**src/rtl/lut_slv_pkg.sv**
```systemverilog
package lut_slv_pkg;

  // Handshake phases: idle waits for a strobe, held waits for the strobe to drop
  typedef enum logic {
    HS_IDLE = 1'b0,
    HS_HELD = 1'b1
  } hs_state_e;

  // Decoded view of one captured access
  typedef struct packed {
    logic cap;   // access accepted this edge
    logic wr;    // accepted access is a write
  } hs_cmd_t;

endpackage

```
**src/rtl/lut_addr_decode.sv**
```systemverilog
module lut_addr_decode #(
  parameter int unsigned ADDR_W    = 20,
  parameter int unsigned BASE_ADDR = 32'h0000_0100,
  parameter int unsigned LUT_BYTES = 64,
  parameter int unsigned IDX_W     = 5
) (
  input  logic [ADDR_W-1:0] addr,
  output logic              hit,
  output logic [IDX_W-1:0]  idx
);

  localparam logic [ADDR_W:0]   WIN_LO = (ADDR_W+1)'(BASE_ADDR);
  localparam logic [ADDR_W:0]   WIN_HI = (ADDR_W+1)'(BASE_ADDR + LUT_BYTES);
  localparam logic [ADDR_W-1:0] BASE_V = ADDR_W'(BASE_ADDR);

  logic [ADDR_W:0]   addr_x;
  logic [ADDR_W-1:0] offset;

  always_comb begin
    addr_x = {1'b0, addr};
    hit    = (addr_x >= WIN_LO) && (addr_x < WIN_HI);
    offset = addr - BASE_V;
    // word index: byte offset with the lane bit dropped
    idx    = IDX_W'(offset >> 1);
  end

endmodule

```
**src/rtl/lut_hs_fsm.sv**
```systemverilog
module lut_hs_fsm
  import lut_slv_pkg::*;
(
  input  logic    clk,
  input  logic    rst_n,
  input  logic    en,
  input  logic    wr,
  input  logic    hit,
  output hs_cmd_t cmd,
  output logic    ack_n,
  output logic    rd_oe
);

  hs_state_e state_q, state_d;
  logic      rd_q, rd_d;
  logic      rd_ce;

  // next-state process
  always_comb begin
    state_d = state_q;
    cmd.cap = 1'b0;
    cmd.wr  = wr;
    unique case (state_q)
      HS_IDLE: begin
        if (en && hit) begin
          cmd.cap = 1'b1;
          state_d = HS_HELD;
        end
      end
      HS_HELD: begin
        if (!en) state_d = HS_IDLE;
      end
      default: state_d = HS_IDLE;
    endcase
    rd_ce = cmd.cap;
    rd_d  = ~wr;
  end

  // register process
  always_ff @(posedge clk or negedge rst_n) begin
    if (!rst_n) begin
      state_q <= HS_IDLE;
      rd_q    <= 1'b0;
    end else begin
      state_q <= state_d;
      if (rd_ce) rd_q <= rd_d;
    end
  end

  assign ack_n = (state_q == HS_IDLE);
  assign rd_oe = (state_q == HS_HELD) && rd_q;

endmodule

```
**src/rtl/lut_store.sv**
```systemverilog
module lut_store #(
  parameter int unsigned DATA_W  = 16,
  parameter int unsigned ENTRY_W = 10,
  parameter int unsigned DEPTH   = 32,
  parameter int unsigned IDX_W   = 5
) (
  input  logic              clk,
  input  logic              rst_n,
  input  logic              we,
  input  logic              re,
  input  logic [IDX_W-1:0]  idx,
  input  logic [DATA_W-1:0] wdata,
  output logic [DATA_W-1:0] rdata
);

  logic [ENTRY_W-1:0] mem [DEPTH];
  logic [ENTRY_W-1:0] wr_entry;
  logic [ENTRY_W-1:0] rd_entry_q;

  // upper bus bits are dropped on the way in
  assign wr_entry = ENTRY_W'(wdata);

  // table contents carry no reset
  always_ff @(posedge clk) begin
    if (we) mem[idx] <= wr_entry;
  end

  always_ff @(posedge clk or negedge rst_n) begin
    if (!rst_n) rd_entry_q <= '0;
    else if (re) rd_entry_q <= mem[idx];
  end

  generate
    if (ENTRY_W < DATA_W) begin : g_pad
      assign rdata = {{(DATA_W-ENTRY_W){1'b0}}, rd_entry_q};
    end else begin : g_full
      assign rdata = rd_entry_q;
    end
  endgenerate

endmodule

```
**src/rtl/lut_bus_slave.sv**
```systemverilog
module lut_bus_slave
  import lut_slv_pkg::*;
#(
  parameter int unsigned ADDR_W    = 20,
  parameter int unsigned DATA_W    = 16,
  parameter int unsigned ENTRY_W   = 10,
  parameter int unsigned LUT_BYTES = 64,
  parameter int unsigned BASE_ADDR = 32'h0000_0100
) (
  input  logic              clk,
  input  logic              rst_n,
  input  logic [ADDR_W-1:0] bus_addr,
  input  logic [DATA_W-1:0] bus_wdata,
  input  logic              bus_en,
  input  logic              bus_wr,
  output logic              bus_ack_n,
  output logic [DATA_W-1:0] bus_rdata,
  output logic              bus_rdata_oe
);

  localparam int unsigned DEPTH = LUT_BYTES / 2;
  localparam int unsigned IDX_W = (DEPTH > 1) ? $clog2(DEPTH) : 1;

  logic             hit;
  logic [IDX_W-1:0] idx;
  hs_cmd_t          cmd;
  logic             rd_oe;
  logic [DATA_W-1:0] rd_word;
  logic             we, re;

  lut_addr_decode #(
    .ADDR_W   (ADDR_W),
    .BASE_ADDR(BASE_ADDR),
    .LUT_BYTES(LUT_BYTES),
    .IDX_W    (IDX_W)
  ) dec_i (
    .addr(bus_addr),
    .hit (hit),
    .idx (idx)
  );

  lut_hs_fsm fsm_i (
    .clk  (clk),
    .rst_n(rst_n),
    .en   (bus_en),
    .wr   (bus_wr),
    .hit  (hit),
    .cmd  (cmd),
    .ack_n(bus_ack_n),
    .rd_oe(rd_oe)
  );

  assign we = cmd.cap && cmd.wr;
  assign re = cmd.cap && !cmd.wr;

  lut_store #(
    .DATA_W (DATA_W),
    .ENTRY_W(ENTRY_W),
    .DEPTH  (DEPTH),
    .IDX_W  (IDX_W)
  ) store_i (
    .clk  (clk),
    .rst_n(rst_n),
    .we   (we),
    .re   (re),
    .idx  (idx),
    .wdata(bus_wdata),
    .rdata(rd_word)
  );

  assign bus_rdata_oe = rd_oe;
  assign bus_rdata    = rd_oe ? rd_word : '0;

endmodule

```
**config.mk**
```make
export PLATFORM = sky130hd
export DESIGN_NAME = lut_bus_slave
export DESIGN_NICKNAME = d
export VERILOG_FILES = /design/src/rtl/lut_slv_pkg.sv /design/src/rtl/lut_addr_decode.sv /design/src/rtl/lut_hs_fsm.sv /design/src/rtl/lut_store.sv /design/src/rtl/lut_bus_slave.sv
export SDC_FILE = /design/constraint.sdc
export NUM_CORES = 1
export LEC_CHECK = 0
export BUFFER_PORTS_ARGS = -buffer_cell sky130_fd_sc_hd__buf_2
export CORE_ASPECT_RATIO = 0.6
export CORE_MARGIN = 5
export CORE_UTILIZATION = 50
export CTS_CLUSTER_SIZE = 16
export DETAILED_ROUTE_END_ITERATION = 10
export PLACE_DENSITY = 0.76
export SLEW_MARGIN = 20
export SYNTH_ARGS = -nofsm -noshare
export SYNTH_HDL_FRONTEND = slang
export SYNTH_SLANG_ARGS = --single-unit
export TNS_END_PERCENT = 20
```
**constraint.sdc**
```tcl
create_clock -name clk -period 6.1 [get_ports clk]
set_input_delay 0.305 -clock clk [delete_from_list [all_inputs] [get_ports clk]]
set_output_delay 0.305 -clock clk [all_outputs]
set_load 0.01 [all_outputs]
```
* Word level (Yosys, flattened, before mapping)
Memories as Yosys holds them, arrays and structs flattened. A register that Yosys moved wholly into a read port is not among the register bits.
Index checks and enable logic that the tools add are counted.
** Operators by class
- Bitwise operators :: 2
- Mux-type cells :: 7
- Order comparisons :: 2
- Add/sub/neg operators :: 1
- Reductions and logical operators :: 7
** Operator list (count)
- greater-or-equal comparator 20 x 9 -> 1 bit (second input constant) :: 1
- less-than comparator 20 x 9 -> 1 bit (second input constant) :: 1
- 2-to-1 mux 10 bit :: 1
- subtractor 6 x 1 -> 6 bit (second input constant) :: 1
- logical AND 1 bit :: 5
- 2-to-1 mux 1 bit :: 5
- logical NOT 1 bit :: 2
- NOT 1 bit :: 2
- one-hot mux 1 bit (2 select lines) :: 1
** Word-level totals
- Memory bits (writable) :: 320
- Flip-flop bits (word level) :: 2
- Bits of input ports :: 40
- Output and inout port bits :: 18
- Word-level logic and storage cells :: 22
- Memories kept :: 1
** Memories
- store_i.mem :: words 32, bits a word 10, read ports 1, clocked after Yosys merged registers in 1, write ports 1, line lut_store.sv:16 : logic [ENTRY_W-1:0] mem [DEPTH];

* Longest topological paths before layout
- Depth in word-level cells :: 8
- Mapped depth :: 8
- Gate-level depth less buffers :: 5

* Hierarchy
Synthesis repeated with hierarchy kept, for this count alone.
** Unflattened totals
- Cells, all modules :: 682
- Area total of the unflattened synthesis :: 13187.6 µm²
** Modules (own cells, without submodules)
- lut_store :: times used 1, area an instance 12859.8 µm², cells each 642, sequential area each 9859.5 µm²
- lut_bus_slave :: times used 1, area an instance 138.9 µm², cells each 19, sequential area each 0.0 µm²
- lut_hs_fsm :: times used 1, area an instance 117.6 µm², cells each 11, sequential area each 50.0 µm²
- lut_addr_decode :: times used 1, area an instance 71.3 µm², cells each 10, sequential area each 0.0 µm²

* Worst setup path before layout
No wires, ideal clock.
- Path type :: register to register
- Start point :: register fsm_i.state_q
- End point :: memory store_i.mem[13][0] (enable)
- Setup time :: 0.376 ns
- Data arrival time :: 2.043 ns
- Stages on the path, launching flop included :: 7
- Buffers on the path :: 1
- Data required time :: 5.724 ns
- Clock period less this slack :: 2.419 ns
- Path slack :: 3.681 ns
- Path through :: dfrtp_1 > nor4_2 > nand3_1 > or3_1 > or2_1 > clkbuf_1 > nor2_1
** On the way
- Cells in the longest elaborated chain, start to end :: 4
** RTL lines
- start: declaration :: line lut_hs_fsm.sv:14 : hs_state_e state_q, state_d;
- start signal: assignment :: line lut_hs_fsm.sv:45 : state_q <= state_d;
- 2-to-1 mux 1 bit :: line lut_hs_fsm.sv:23 : unique case (state_q)
- logical AND 1 bit :: line lut_bus_slave.sv:53 : assign we = cmd.cap && cmd.wr;
- 2-to-1 mux 1 bit :: line lut_store.sv:25 : if (we) mem[idx] <= wr_entry;
- 2-to-1 mux 1 bit (not written as such) :: line lut_store.sv:25
- end: declaration :: line lut_store.sv:16
Every way passes these cells.

* Final worst setup path
- Start point :: register fsm_i.state_q
- End point :: memory store_i.mem[29][0] (enable)
The elaborated chain is that of the path after synthesis.

==> impl_metrics.json <==
{
  "synth-adder-area-share_pct": 0,
  "powerDensity_nw_per_um2": 304,
  "synth_area_um2": 13300,
  "path_buf_inv": 0,
  "clock_latency_ns": 0.55,
  "overflow": 0,
  "hold_buffers": 2,
  "synth.distinct_cells": 54,
  "hold_end": "fsm_i.state_q$_DFF_PN0_",
  "crit_family": "simple AND/OR/NAND/NOR gates",
  "io_buffers": 44,
  "crit_path_end_kind": "register",
  "postCtsSetupBuffers": 0,
  "peakVddDrop_v": 0.000201,
  "wl_met2_um": 12500,
  "placed_area_um2": 13700,
  "cp_slowest_cell": "nor2_1",
  "r2r-end": "store_i.mem[29][0]$_DFFE_PP_",
  "synth_edf_count": 320,
  "slew_viol_final": 0,
  "synth_common_cells": "320 x edfxtp_1, 127 x mux2i_1, 49 x nor2_1",
  "cp_max_fo": 14,
  "setup_viol": 0,
  "timing.fmax_mhz": 303,
  "yosysMostFrequentCell": "edfxtp_1",
  "grt_max_degree": 97,
  "antenna_left": 0,
  "antenna_found_initial": 0,
  "viasPerCell": 6.08,
  "period_needed_ns": 3.30,
  "ff2ff_path_depth": 5,
  "min_path_type": "primary input to register",
  "cts_sinks": 332,
  "period_share_pct": 54.1,
  "crit_type": "register to register",
  "post-dp-hpwl_um": 18800,
  "rows": 46,
  "synth.avg_cell_area_um2": 17.8,
  "synth_compound_area_share_pct": 4.35,
  "startpoint_type": "register",
  "synthFlopType": "edfxtp_1",
  "drt_first_iter_violations": 977,
  "gp_congestion": 0.875,
  "drv_cap": 0,
  "p_leak_nw": 5.02,
  "yosysSeqAreaShare_pct": 74.7,
  "fin_setup_tns_ns": 0,
  "die_h_um": 136,
  "synthMuxAreaShare_pct": 12.4,
  "dp.cells": 1109,
  "wl_met3_um": 3600,
  "wl_per_cell_um": 25.7,
  "finalHoldViolCount": 0,
  "ys_seq_elements": 332,
  "routed_wl_um": 29800,
  "cts_buffers": 28,
  "synth_top_family_by_area": "multiplexers",
  "htreeDepth": 1,
  "grt_first_pass_wirelength_um": 43300,
  "syn2layout_area_growth_pct": 9.94,
  "grt_pass1_vias": 6659,
  "outcome": "completed",
  "skew_ns": 0.00731,
  "dr.pass1.iters": 5,
  "netlist.area_leader.share_pct": 72.5,
  "yosysTopAreaCell": "edfxtp_1",
  "rsz0062_at_grt": "no",
  "route.layer.met1.wl_um": 13300,
  "routed.top_layer": "met4",
  "nets": 821,
  "cts_resized": 0,
  "min_from": "bus_addr[15]",
  "num_vias": 7065,
  "synth.area.top_cells": "edfxtp_1 72%, mux2i_1 9.6%, mux4_2 2.7%",
  "syn_inst": 744,
  "relSlewSlack_pct": 22.8,
  "pin_count": 58,
  "start_util_pct": 50.5,
  "layout-drive-gt1-share_pct": 15.6,
  "grt_usage_pct": 19.9,
  "cp.arrival_ns": 3.46,
  "die-area_um2": 30000,
  "cts_tree": "built",
  "design_area_um2": 14600,
  "crit_chain": "nor4_2 -> nand3_1 -> or3_1 -> or2_1 -> nor2_1",
  "die_x_um": 220,
  "r2r_start": "fsm_i.state_q$_DFF_PN0_",
  "clockBufferDepth": 3,
  "whs_path_depth": 4,
  "synth-simple-area-share_pct": 5.97,
  "path_clk_slew_ns": 0.07,
  "tightestPinTransition_ns": 1.15,
  "synth-xor-area-share_pct": 0,
  "slowest_delay_ns": 0.93,
  "r2r_slack_ns": 2.80,
  "async_flop_share_pct": 3.61,
  "cts-root-buf": "clkbuf_16",
  "core-area_um2": 26200,
  "required_ns": 6.26,
  "drc": 0,
  "final_cell_count_no_fill": 1162,
  "ys.warnings.count": 0
}
[report_power, final]
part | switching (mW) | internal (mW)
Clock | 0.782 | 0.950
Sequential | 0.0000739 | 2.50
Combinational | 0.140 | 0.0663
[stage by stage]
stage	util (%)	hold WS [ns]	power [mW]	worst slack [ns]
6_report	55.6	0.121	4.43	2.80
5_1_grt	55.5	0.125	4.56	2.67
4_1_cts	55.5	0.105	4.44	2.86
3_5_place_dp	52.1	0.201	2.75	2.88
3_3_place_gp	52.1	0.197	2.74	2.91
2_1_floorplan	-	0.00941	2.67	3.68
[cell families (layout without fill, tap and decap cells)]
family,after synthesis,count (layout)
AOI/OAI and AO/OA,84,84
buffers and inverters,50,102
DFF,332,332
muxes,144,144
other,1,7
and+or+nand+nor,133,133
[worst max path at each step]
stage	startpoint	to	slack [ns]	cells after the start
finish	fsm_i.state_q$_DFF_PN0_	store_i.mem[29][0]$_DFFE_PP_	2.80	5
global route	fsm_i.state_q$_DFF_PN0_	store_i.mem[29][5]$_DFFE_PP_	2.67	5
CTS	fsm_i.state_q$_DFF_PN0_	store_i.mem[29][5]$_DFFE_PP_	2.86	5
detailed placement	bus_addr[17]	store_i.mem[29][4]$_DFFE_PP_	2.88	6
global placement	fsm_i.state_q$_DFF_PN0_	store_i.mem[29][4]$_DFFE_PP_	2.91	5
floorplan	fsm_i.state_q$_DFF_PN0_	store_i.mem[13][0]$_DFFE_PP_	3.68	6
[routing by layer]
metal	vias up	track usage (%)
met5	-	0
li1	3051	-
met2	369	26.7
met1	3610	31.8
met4	0	3.01
met3	35	6.99
[layout by cell type (no fill, tap or decap), drive strengths merged, types with 3 or more instances in the layout]
cell type    n
buf         46
or3          3
or4          6
nor2        49
nor2b        3
edfxtp     320
inv          3
mux2i      127
nand4bb      4
and3        10
or2          4
conb         6
a211o        5
a21oi        6
nand3        9
clkbuf      34
o32ai        7
nor3         7
nand2b       4
nor4b        3
nand2       12
nand4b       4
a22oi        6
clkinv      14
nor4         7
a221oi       4
o22ai       41
dfrtp       12
a31oi       10
mux4        16
[worst register-to-register path: cells and delay by family (launching register included)]
family | cells | cell delay (ns)
flip-flops | 1 | 0.51
AND/OR/NAND/NOR | 5 | 2.41
[flip-flops by register name, summed over array words and instances, names as in the netlist]
| name | flops |
|---|---|
| store_i.mem | 320 |
| store_i.rd_entry_q | 10 |
| fsm_i.rd_q | 1 |
| fsm_i.state_q | 1 |
[layout make-up]
class	count	area, um2
multi-input combinational	367	3050
tap	360	450
inverter	3	11.3
antenna	1	2.50
clock buffer	33	741
timing repair buffer	49	284
fill	2056	11700
sequential	332	9910
clock inverter	17	133
Power figures use the tool's default switching activity.
